[src/rtl/dmac_pkg.sv]
package dmac_pkg;
  localparam int NCH = 4;
  localparam int CHW = $clog2(NCH);
  localparam int RW  = 16;
  localparam int BW  = 8;

  typedef enum logic [3:0] {
    P_STATCMD = 4'h8,
    P_REQ     = 4'h9,
    P_SMASK   = 4'hA,
    P_MODE    = 4'hB,
    P_CLRPTR  = 4'hC,
    P_MCLR    = 4'hD,
    P_CLRMSK  = 4'hE,
    P_AMASK   = 4'hF
  } port_e;

  typedef enum logic [1:0] {
    XF_VERIFY = 2'b00,
    XF_WRITE  = 2'b01,
    XF_READ   = 2'b10
  } xfer_e;

  typedef struct packed {
    logic [1:0] opmode;
    logic       inc;
    logic       autoinit;
    logic [1:0] xfer;
  } mode_t;
endpackage

[src/rtl/dmac_chan_regs.sv]
module dmac_chan_regs #(
  parameter int RW = 16,
  parameter int BW = 8
) (
  input  logic          clk,
  input  logic          rst_n,
  input  logic          host_wr_addr,
  input  logic          host_wr_cnt,
  input  logic          hi_byte,
  input  logic [BW-1:0] wdata,
  input  logic          eng_upd,
  input  logic [RW-1:0] eng_addr,
  input  logic [RW-1:0] eng_cnt,
  output logic [RW-1:0] base_addr,
  output logic [RW-1:0] base_cnt,
  output logic [RW-1:0] cur_addr,
  output logic [RW-1:0] cur_cnt
);
  function automatic logic [RW-1:0] put_byte(input logic [RW-1:0] old,
                                             input logic [BW-1:0] b,
                                             input logic hi);
    return hi ? {b, old[RW-BW-1:0]} : {old[RW-1:BW], b};
  endfunction

  always_ff @(posedge clk) begin
    if (!rst_n) begin
      base_addr <= '0;
      base_cnt  <= '0;
      cur_addr  <= '0;
      cur_cnt   <= '0;
    end else begin
      if (host_wr_addr) begin
        base_addr <= put_byte(base_addr, wdata, hi_byte);
        cur_addr  <= put_byte(cur_addr, wdata, hi_byte);
      end else if (eng_upd) begin
        cur_addr <= eng_addr;
      end
      if (host_wr_cnt) begin
        base_cnt <= put_byte(base_cnt, wdata, hi_byte);
        cur_cnt  <= put_byte(cur_cnt, wdata, hi_byte);
      end else if (eng_upd) begin
        cur_cnt <= eng_cnt;
      end
    end
  end


  lo_byte_load_chk: assert property (@(posedge clk) disable iff (!rst_n)
    (host_wr_addr && !hi_byte) |=> (cur_addr[BW-1:0] == $past(wdata)) &&
                                   (base_addr[BW-1:0] == $past(wdata)));

  eng_upd_cnt_chk: assert property (@(posedge clk) disable iff (!rst_n)
    (eng_upd && !host_wr_cnt) |=> (cur_cnt == $past(eng_cnt)) && $stable(base_cnt));
endmodule

[src/rtl/dmac_ctrl.sv]
module dmac_ctrl
  import dmac_pkg::*;
(
  input  logic           clk,
  input  logic           rst_n,
  input  logic [3:0]     io_addr,
  input  logic           io_wr,
  input  logic           io_rd,
  input  logic [BW-1:0]  io_wdata,
  input  logic [NCH-1:0] eng_tc,
  input  logic [NCH-1:0] eng_hwreq,
  output logic           ptr_hi,
  output logic [BW-1:0]  cmd_q,
  output mode_t          mode_q [NCH],
  output logic [NCH-1:0] mask_q,
  output logic [NCH-1:0] swreq_q,
  output logic [BW-1:0]  status
);
  logic [NCH-1:0] tc_q;
  logic acc16, mclr, clrptr, stat_rd;
  logic [CHW-1:0] sel;

  assign acc16   = (io_wr || io_rd) && !io_addr[3];
  assign mclr    = io_wr && (io_addr == P_MCLR);
  assign clrptr  = io_wr && (io_addr == P_CLRPTR);
  assign stat_rd = io_rd && (io_addr == P_STATCMD);
  assign sel     = io_wdata[CHW-1:0];
  assign status  = {swreq_q | eng_hwreq, tc_q};

  always_ff @(posedge clk) begin
    if (!rst_n || mclr) begin
      ptr_hi <= 1'b0;
    end else if (clrptr) begin
      ptr_hi <= 1'b0;
    end else if (acc16) begin
      ptr_hi <= ~ptr_hi;
    end
  end

  always_ff @(posedge clk) begin
    if (!rst_n || mclr) begin
      cmd_q   <= '0;
      mask_q  <= '1;
      swreq_q <= '0;
      tc_q    <= '0;
    end else begin
      if (io_wr && io_addr == P_STATCMD) cmd_q <= io_wdata;
      if (io_wr && io_addr == P_CLRMSK) mask_q <= '0;
      else if (io_wr && io_addr == P_SMASK) mask_q[sel] <= io_wdata[2];
      else if (io_wr && io_addr == P_AMASK) mask_q <= io_wdata[NCH-1:0];
      if (io_wr && io_addr == P_REQ) swreq_q[sel] <= io_wdata[2];
      tc_q <= (stat_rd ? '0 : tc_q) | eng_tc;
    end
  end

  for (genvar i = 0; i < NCH; i++) begin : g_mode
    always_ff @(posedge clk) begin
      if (!rst_n) begin
        mode_q[i] <= '0;
      end else if (io_wr && io_addr == P_MODE && sel == CHW'(i)) begin
        mode_q[i] <= {io_wdata[7:6], io_wdata[5], io_wdata[4], io_wdata[3:2]};
      end
    end
  end


  ptr_toggle_chk: assert property (@(posedge clk) disable iff (!rst_n)
    acc16 |=> ptr_hi != $past(ptr_hi));

  ptr_clear_chk: assert property (@(posedge clk) disable iff (!rst_n)
    clrptr |=> !ptr_hi);

  mclr_mask_chk: assert property (@(posedge clk) disable iff (!rst_n)
    mclr |=> (mask_q == '1) && (cmd_q == '0) && (tc_q == '0));

  tc_set_wins_chk: assert property (@(posedge clk) disable iff (!rst_n)
    (|eng_tc && !mclr) |=> ((tc_q & $past(eng_tc)) == $past(eng_tc)));
endmodule

[src/rtl/dmac_regfile.sv]
module dmac_regfile
  import dmac_pkg::*;
(
  input  logic              clk,
  input  logic              rst_n,
  input  logic [3:0]        io_addr,
  input  logic              io_wr,
  input  logic              io_rd,
  input  logic [BW-1:0]     io_wdata,
  output logic [BW-1:0]     io_rdata,
  output logic [BW-1:0]     cfg_cmd,
  output logic [2*NCH-1:0]  cfg_xfer,
  output logic [NCH-1:0]    cfg_auto,
  output logic [NCH-1:0]    cfg_inc,
  output logic [2*NCH-1:0]  cfg_opmode,
  output logic [NCH-1:0]    ch_mask,
  output logic [NCH-1:0]    ch_swreq,
  output logic [RW*NCH-1:0] ch_base_addr,
  output logic [RW*NCH-1:0] ch_base_cnt,
  output logic [RW*NCH-1:0] ch_cur_addr,
  output logic [RW*NCH-1:0] ch_cur_cnt,
  input  logic [NCH-1:0]    eng_upd,
  input  logic [RW*NCH-1:0] eng_addr,
  input  logic [RW*NCH-1:0] eng_cnt,
  input  logic [NCH-1:0]    eng_tc,
  input  logic [NCH-1:0]    eng_hwreq
);
  logic          ptr_hi;
  mode_t         mode_q [NCH];
  logic [BW-1:0] status;
  logic [CHW-1:0] rd_ch;
  logic [RW-1:0]  rd_val;

  dmac_ctrl u_ctrl (
    .clk(clk), .rst_n(rst_n), .io_addr(io_addr), .io_wr(io_wr), .io_rd(io_rd),
    .io_wdata(io_wdata), .eng_tc(eng_tc), .eng_hwreq(eng_hwreq),
    .ptr_hi(ptr_hi), .cmd_q(cfg_cmd), .mode_q(mode_q), .mask_q(ch_mask),
    .swreq_q(ch_swreq), .status(status)
  );

  for (genvar i = 0; i < NCH; i++) begin : g_ch
    logic wr_sel;
    assign wr_sel = io_wr && !io_addr[3] && (io_addr[CHW:1] == CHW'(i));

    dmac_chan_regs #(.RW(RW), .BW(BW)) u_regs (
      .clk(clk), .rst_n(rst_n),
      .host_wr_addr(wr_sel && !io_addr[0]),
      .host_wr_cnt(wr_sel && io_addr[0]),
      .hi_byte(ptr_hi), .wdata(io_wdata),
      .eng_upd(eng_upd[i]),
      .eng_addr(eng_addr[i*RW +: RW]), .eng_cnt(eng_cnt[i*RW +: RW]),
      .base_addr(ch_base_addr[i*RW +: RW]), .base_cnt(ch_base_cnt[i*RW +: RW]),
      .cur_addr(ch_cur_addr[i*RW +: RW]), .cur_cnt(ch_cur_cnt[i*RW +: RW])
    );

    assign cfg_xfer[2*i +: 2]   = (mode_q[i].xfer == 2'b11) ? XF_VERIFY : mode_q[i].xfer;
    assign cfg_auto[i]          = mode_q[i].autoinit;
    assign cfg_inc[i]           = mode_q[i].inc;
    assign cfg_opmode[2*i +: 2] = mode_q[i].opmode;
  end

  assign rd_ch  = io_addr[CHW:1];
  assign rd_val = io_addr[0] ? ch_cur_cnt[rd_ch*RW +: RW] : ch_cur_addr[rd_ch*RW +: RW];

  always_comb begin
    io_rdata = '0;
    if (io_rd) begin
      if (!io_addr[3]) io_rdata = ptr_hi ? rd_val[RW-1:BW] : rd_val[BW-1:0];
      else if (io_addr == P_STATCMD) io_rdata = status;
    end
  end


  stat_read_chk: assert property (@(posedge clk) disable iff (!rst_n)
    (io_rd && io_addr == P_STATCMD) |-> (io_rdata[2*NCH-1:NCH] == (ch_swreq | eng_hwreq)));
endmodule

[config.mk]
export PLATFORM = sky130hd
export DESIGN_NAME = dmac_regfile
export DESIGN_NICKNAME = d
export VERILOG_FILES = /design/src/rtl/dmac_pkg.sv /design/src/rtl/dmac_chan_regs.sv /design/src/rtl/dmac_ctrl.sv /design/src/rtl/dmac_regfile.sv
export SDC_FILE = /design/constraint.sdc
export NUM_CORES = 1
export LEC_CHECK = 0
export BUFFER_PORTS_ARGS = -buffer_cell sky130_fd_sc_hd__buf_2
export CAP_MARGIN = 20
export CORE_AREA = 3 3 177 179
export DETAILED_ROUTE_END_ITERATION = 6
export DIE_AREA = 0 0 180 182
export PLACE_DENSITY = 0.83
export SYNTH_ARGS = -nofsm -noshare
export SYNTH_HDL_FRONTEND = slang
export SYNTH_HIERARCHICAL = 1
export SYNTH_SLANG_ARGS = --single-unit
[constraint.sdc]
create_clock -name clk -period 2.5 [get_ports clk]
set_input_delay 0.5 -clock clk [delete_from_list [all_inputs] [get_ports clk]]
set_output_delay 0.5 -clock clk [all_outputs]
set_load 0.03 [all_outputs]
==> impl_metrics.toml, run 1 <==
[synthesis]
synth.most_common_cell = "nand2_1"
yosysWarnings = 6
netlist_instances = 1612
synth_edf_count = 0
synthTopCellsByArea = "dfxtp_1 (46%), nand2_1 (14%), a31oi_1 (6.1%), a21boi_0 (4.3%), mux2i_1 (4.0%)"
netlist_top_cells_count = "nand2_1 (485), dfxtp_1 (301), a31oi_1 (128)"
netlist_area_mm2 = 0.0132
synthArstFlopShare = 0
ys.flop_type = "dfxtp_1"
synth_cell_types = 64
syn_area_per_cell_um2 = 8.21
synth_top_area_frac = 0.455
syn_nets = 1768
ys_seq_elements = 301
synth_top_area_cell = "dfxtp_1"
seq_area_frac_synth = 0.455

[placement]
placedCellCount = 2418
gp_congestion = 0.976
dp_hpwl_um = 41300
place_ws_ps = -490
io_buffer_count = 459
place_area_mm2 = 0.0160

[worst_setup_path]
critPathBufInv = 2
worstPathRequired_ps = 2000
critPathCaptureType = "output port"
arrival_ps = 2040
crit_slowest_cell = "dfxtp_2"
critPathMaxStageDelay_ps = 340
cp_max_fo = 3
startpoint_type = "flop"
worstSetupPathType = "flop to output port"
crit_chain = "mux2_4, a221oi_2, buf_4, o21ai_2, a22o_1, buf_6"
cp_top_family = "compound AO/OA/AOI/OAI gates"

[clocking]
clockBufferDepth = 3
h-tree-depth = 1
clk_pin_slew_ps = 70
numClockSinks = 301
clkLatencyLatePin_ps = 570
hold_buffers = 0
cts_tree = "done"
root_buffer = "clkbuf_16"
cts-buffers-inserted = 31

[global_route]
antenna_found_initial = 8
grt_pass1_wl_um = 82200
grt_max_degree = 52
grt.overflow.total = 0
grtUsageTotal = 0.316
grt_pass1_vias = 13926

[timing]
relSlewSlack = 0.257
final.setup.tns_ps = -56.2
finClkSkew_ps = 14.5
hold_viol = 0
fmax_ghz = 0.394
period_minus_slack_ps = 2540
drv_slew = 0
rsz0062_at_grt = "yes"
timing.hold.ws_ps = 170
final.setup.worst_slack_ps = -37.2
finalCritPeriodShare = 1.01
setup_viol = 3
tightest_slew_ps = 1110

[hold_path]
worstHoldPathType = "primary input to flop"

[routing]
drc = 0
via_per_inst = 5.85
vias = 14564
wirelength_um = 55700
drt-initial-drc-count = 1716
antenna_left = 0
wl_per_cell_um = 22.4
dr.pass1.iters = 6

[final_layout]
fillCellCount = 2611
stdcell_count = 2489
drive_gt1_frac = 0.331
ff_latch_area_mm2 = 0.00605
syn_to_final_growth_pct = 32.5
final_area_mm2 = 0.0175
fin_util = 0.590
multiInputGateArea_mm2 = 0.00661
fin_nets = 2226

[die]
start_util = 0.445
rows = 63
core_area_mm2 = 0.0297
ios = 460
die-area_mm2 = 0.0328
die_w_um = 180
die_height_um = 182

[flow_run]
drv_cap = 0

[power_and_ir_drop]
ir_drop_v = 0.000516
p_total_mw = 11.7
power_density_mw_per_mm2 = 668
p_leak_nw = 7.66

[outcome]
status = "finished, violations left"
violations = "negative setup slack"
placed cells by master (no fill, tap or decap), types with 19 or more instances in the layout:
cell and n:
a21boi_0 76, a21oi_1 68, a31oi_1 128, buf_2 448
buf_4 90, clkbuf_16 31, dfxtp_1 282, mux2i_1 48
nand2_1 484, nand2b_1 19, nand3_1 78, nor2b_1 27
o21ai_0 78
report_power, final:
group	internal, mW	leakage, nW	switching [mW]	total, mW
registers	4.96	2.46	0.203	5.16
logic	0.595	4.68	1.10	1.70
clock network	2.88	0.521	1.97	4.85
layer usage:
metal | vias up | part of all wire | track usage
met2 | 981 | 0.46 | 0.520
met5 | - | 0.00020 | 0
met3 | 197 | 0.10 | 0.0733
met1 | 6851 | 0.39 | 0.397
met4 | 2 | 0.047 | 0.142
li1 | 6533 | - | -
sequential cells by signal (all words and copies together) (netlist names):
name,count
u_ctrl/ptr_hi,1
u_ctrl/cmd_q,8
g_ch.u_regs/base_addr,64
g_ch.u_regs/cur_addr,64
g_ch.u_regs/cur_cnt,64
u_ctrl/tc_q,4
u_ctrl/mode_q,24
g_ch.u_regs/base_cnt,64
u_ctrl/swreq_q,4
u_ctrl/mask_q,4
final timing paths:
kind / startpoint / to / slack (ps) / cells past startpoint
max: g_ch[0].u_regs/cur_addr[1] / io_rdata[1] / -40 / 6
min: eng_tc[3] / u_ctrl/tc_q[3] / 170 / 3
max reg2reg: u_ctrl/ptr_hi / g_ch[3].u_regs/cur_cnt[0] / 430 / 4
min reg2reg: g_ch[0].u_regs/base_addr[1] / g_ch[0].u_regs/base_addr[1] / 450 / 2
worst register-to-register path, stage by stage, from the launching register on:
cell and delay, ps:
dfxtp_4 520, buf_4 430, nand2b_1 610, nand3_1 180
a31oi_1 230
cells by family (layout without fill, tap and decap cells):
group,count (synthesis),after routing,share of synthesized area
AOI/OAI and AO/OA,424,424,0.203
xor gates and xnor gates,2,2,0.00132
buffers and inverters,147,627,0.0615
DFF,301,301,0.455
muxes,71,71,0.0582
other,0,7,0
and+or+nand+nor,667,667,0.220
repair_timing:
item | CTS | global route
buffers inserted | 4 | 2
resized for setup | 70 | 22
pin swaps | 8 | 8
gates cloned | 1 | 0
setup endpoints to repair | 8 | 8
final cells by class:
cell class,count,share of cell area
Timing Repair Buffer,560,0.186
Multi-Input combinational cell,1164,0.377
Inverter,12,0.00264
Clock inverter,16,0.0125
Antenna cell,7,0.000999
Clock buffer,39,0.0477
Tap cell,390,0.0278
Sequential cell,301,0.345
No activity file was read; power rests on OpenSTA's default activity.
==> inputs of run 2 (changes only) <==
--- a/config.mk
+++ b/config.mk
@@ -5,12 +5,13 @@
 export SDC_FILE = /design/constraint.sdc
 export NUM_CORES = 1
 export LEC_CHECK = 0
+export ABC_AREA = 1
 export BUFFER_PORTS_ARGS = -buffer_cell sky130_fd_sc_hd__buf_2
 export CAP_MARGIN = 20
-export CORE_AREA = 3 3 177 179
+export CORE_MARGIN = 3
+export CORE_UTILIZATION = 53
 export DETAILED_ROUTE_END_ITERATION = 6
-export DIE_AREA = 0 0 180 182
-export PLACE_DENSITY = 0.83
+export PLACE_DENSITY = 0.93
 export SYNTH_ARGS = -nofsm -noshare
 export SYNTH_HDL_FRONTEND = slang
 export SYNTH_HIERARCHICAL = 1
==> run 2 against run 1 <==
  * The run now ends clean
  * Sequential power barely moved
  * Combinational power rose by 21%
  * Sequential cell count did not move
  * Hold slack got worse by 17 ps
  * Non-clock buffer count fell by 49
  * Clock power fell by 5.6%
  * Via count rose by 20%
  * Synthesized cell count rose by 36%
  * Power rose by 0.82%
  * Register-to-register slack improved by 610 ps
==> impl_metrics.toml, run 2 <==
[outcome]
status = "finished clean"

[timing]
fmax_ghz = 0.414
hold_viol = 0
rsz0062_at_grt = "yes"
setup_viol = 0
finClkSkew_ps = 7.02
tightest_slew_ps = 896
finalCritPeriodShare = 0.967
period_minus_slack_ps = 2420
relSlewSlack = 0.403
drv_slew = 0
final.setup.tns_ps = 0

[worst_setup_path]
startpoint_type = "flop"
crit_slowest_cell = "dfxtp_1"
critPathCaptureType = "output port"
critPathMaxStageDelay_ps = 420
cp_top_family = "simple AND/OR/NAND/NOR gates"
cpMostUsedCell = "nand2_1"
critPathBufInv = 2
timing.rr.end = "g_ch[0].u_regs/cur_addr[14]"
crit_chain = "inv_1, nand2_1, nand2_1, nor2_1, nor2_1, nand2_1, nand3_1, a21oi_1, clkbuf_4"
arrival_ps = 1920
reg2reg_from = "u_ctrl/ptr_hi"
reg2reg_slack_ps = 1040
worstSetupPathType = "flop to output port"
cp_max_fo = 3
reg2regPathDepth = 5
worstPathRequired_ps = 2000

[die]
die-area_mm2 = 0.0314
core_area_mm2 = 0.0288
start_util = 0.540
rows = 62
die_height_um = 177
ios = 460
die_w_um = 177

[synthesis]
synthTopCellsByArea = "dfxtp_1 (39%), nand2_1 (15%), nand3_1 (9.6%), a21oi_1 (7.0%), nor2_1 (5.1%)"
synth_cell_types = 37
syn_nets = 2346
syn_area_per_cell_um2 = 7.10
synth.most_common_cell = "nand2_1"
seq_area_frac_synth = 0.388
synth_edf_count = 0
synth_top_area_frac = 0.388
synthArstFlopShare = 0
netlist_top_cells_count = "nand2_1 (605), dfxtp_1 (301), nand3_1 (297)"
yosysWarnings = 6
synth_top_area_cell = "dfxtp_1"
netlist_instances = 2190
ys.flop_type = "dfxtp_1"
ys_seq_elements = 301
netlist_area_mm2 = 0.0155

[power_and_ir_drop]
ir_drop_v = 0.000414
p_leak_nw = 9.34
power_density_mw_per_mm2 = 619

[routing]
dr.pass1.iters = 6
wirelength_um = 60200
antenna_left = 0
drt-initial-drc-count = 2059
via_per_inst = 5.77
drc = 0
wl_per_cell_um = 20.0
vias = 17404

[placement]
place_area_mm2 = 0.0179
io_buffer_count = 459
gp_congestion = 0.951
placedCellCount = 2954
dp_hpwl_um = 42800

[final_layout]
drive_gt1_frac = 0.289
final_area_mm2 = 0.0191
layout_commonest_cell = "nand2_1"
final_cell_mix = "nand2_1 (605), buf_2 (450), nand3_1 (296), dfxtp_1 (286), nor2_1 (207)"
fin_nets = 2763
syn_to_final_growth_pct = 22.6
stdcell_count = 3015

[clocking]
cts_tree = "done"
root_buffer = "clkbuf_16"
h-tree-depth = 1
numClockSinks = 301
hold_buffers = 0
clockBufferDepth = 3
clk_pin_slew_ps = 60
cts-buffers-inserted = 31
clkLatencyLatePin_ps = 570

[global_route]
grtUsageTotal = 0.353
grt.overflow.total = 0
use_met3 = 0.0669
top_usage_layer = "met2"
grt_pass1_wl_um = 88100
grt_pass1_vias = 16014
use_met2 = 0.589
grt_max_degree = 80
antenna_found_initial = 1
use_met1 = 0.437

[hold_path]
min_to = "u_ctrl/tc_q[3]"
hold_path_depth = 3
worstHoldPathType = "primary input to flop"
min_from = "eng_tc[3]"

[flow_run]
drv_cap = 0
==> run 2: cell count changes after synthesis, moves of 55 or more <==
| cell | change |
|---|---|
| nand3b_1 | +55 |
| a31oi_1 | -128 |
| o21ai_0 | -69 |
| a21oi_1 | +148 |
| a21boi_0 | -76 |
| nand2_1 | +120 |
| nand3_1 | +219 |
| nor2_1 | +206 |
| inv_1 | +152 |
==> run 2: cell families after synthesis <==
group	synth area share
and+or+nand+nor	0.400
DFF	0.388
AOI/OAI and AO/OA	0.0954
buffers and inverters	0.117
==> run 2: worst max path at each step <==
stage	from	to	cells past startpoint
final	g_ch[1].u_regs/cur_addr[12]	io_rdata[4]	9
after detailed placement	io_addr[1]	io_rdata[3]	11
after global placement	io_addr[1]	io_rdata[3]	11
after CTS	u_ctrl/ptr_hi	io_rdata[1]	7
after global routing	g_ch[1].u_regs/cur_addr[15]	io_rdata[7]	9
after floorplan	io_addr[0]	io_rdata[1]	10
==> run 2: cell type report <==
type,instances,area [um^2]
Fill cell,2430,9720
Multi-Input combinational cell,1572,7770
Sequential cell,301,6050
Timing Repair Buffer,511,2960
Clock buffer,43,891
Inverter,190,792
Tap cell,384,480
Clock inverter,13,109
Antenna cell,1,2.50
==> run 2: repair_timing <==
action	in CTS	in global routing
pin swaps	0	2
buffers inserted	0	2
gates cloned	0	2
endpoints found under the setup margin	6	8
resized for setup	13	34
==> run 2: worst register-to-register path, delay by kind of cell (launching register included) <==
family | cells | cell delay (ps)
flops | 1 | 400
simple gates | 4 | 710
buf+inv | 1 | 260
==> run 2: layer usage <==
layer,routed length (um),part of all wire
met1,21700,0.36
met4,3710,0.062
met3,6830,0.11
met5,0,0
met2,27900,0.46
==> run 2: metrics by stage <==
step | setup slack [ps] | util | hold slack, ps | total power, mW
finish | 82.1 | 0.662 | 153 | 11.8
global route | -17.8 | 0.662 | 153 | 12.2
CTS | -13.3 | 0.657 | 144 | 11.7
detailed placement | -21.3 | 0.621 | 450 | 7.20
global placement | 6.49 | 0.621 | 442 | 7.17
floorplan | 241 | - | 454 | 6.49
==> run 2: where the power goes <==
| part | switching (mW) | internal, mW |
|---|---|---|
| Clock | 1.99 | 2.59 |
| Combinational | 1.42 | 0.638 |
| Sequential | 0.197 | 4.97 |
| Total | 3.61 | 8.20 |
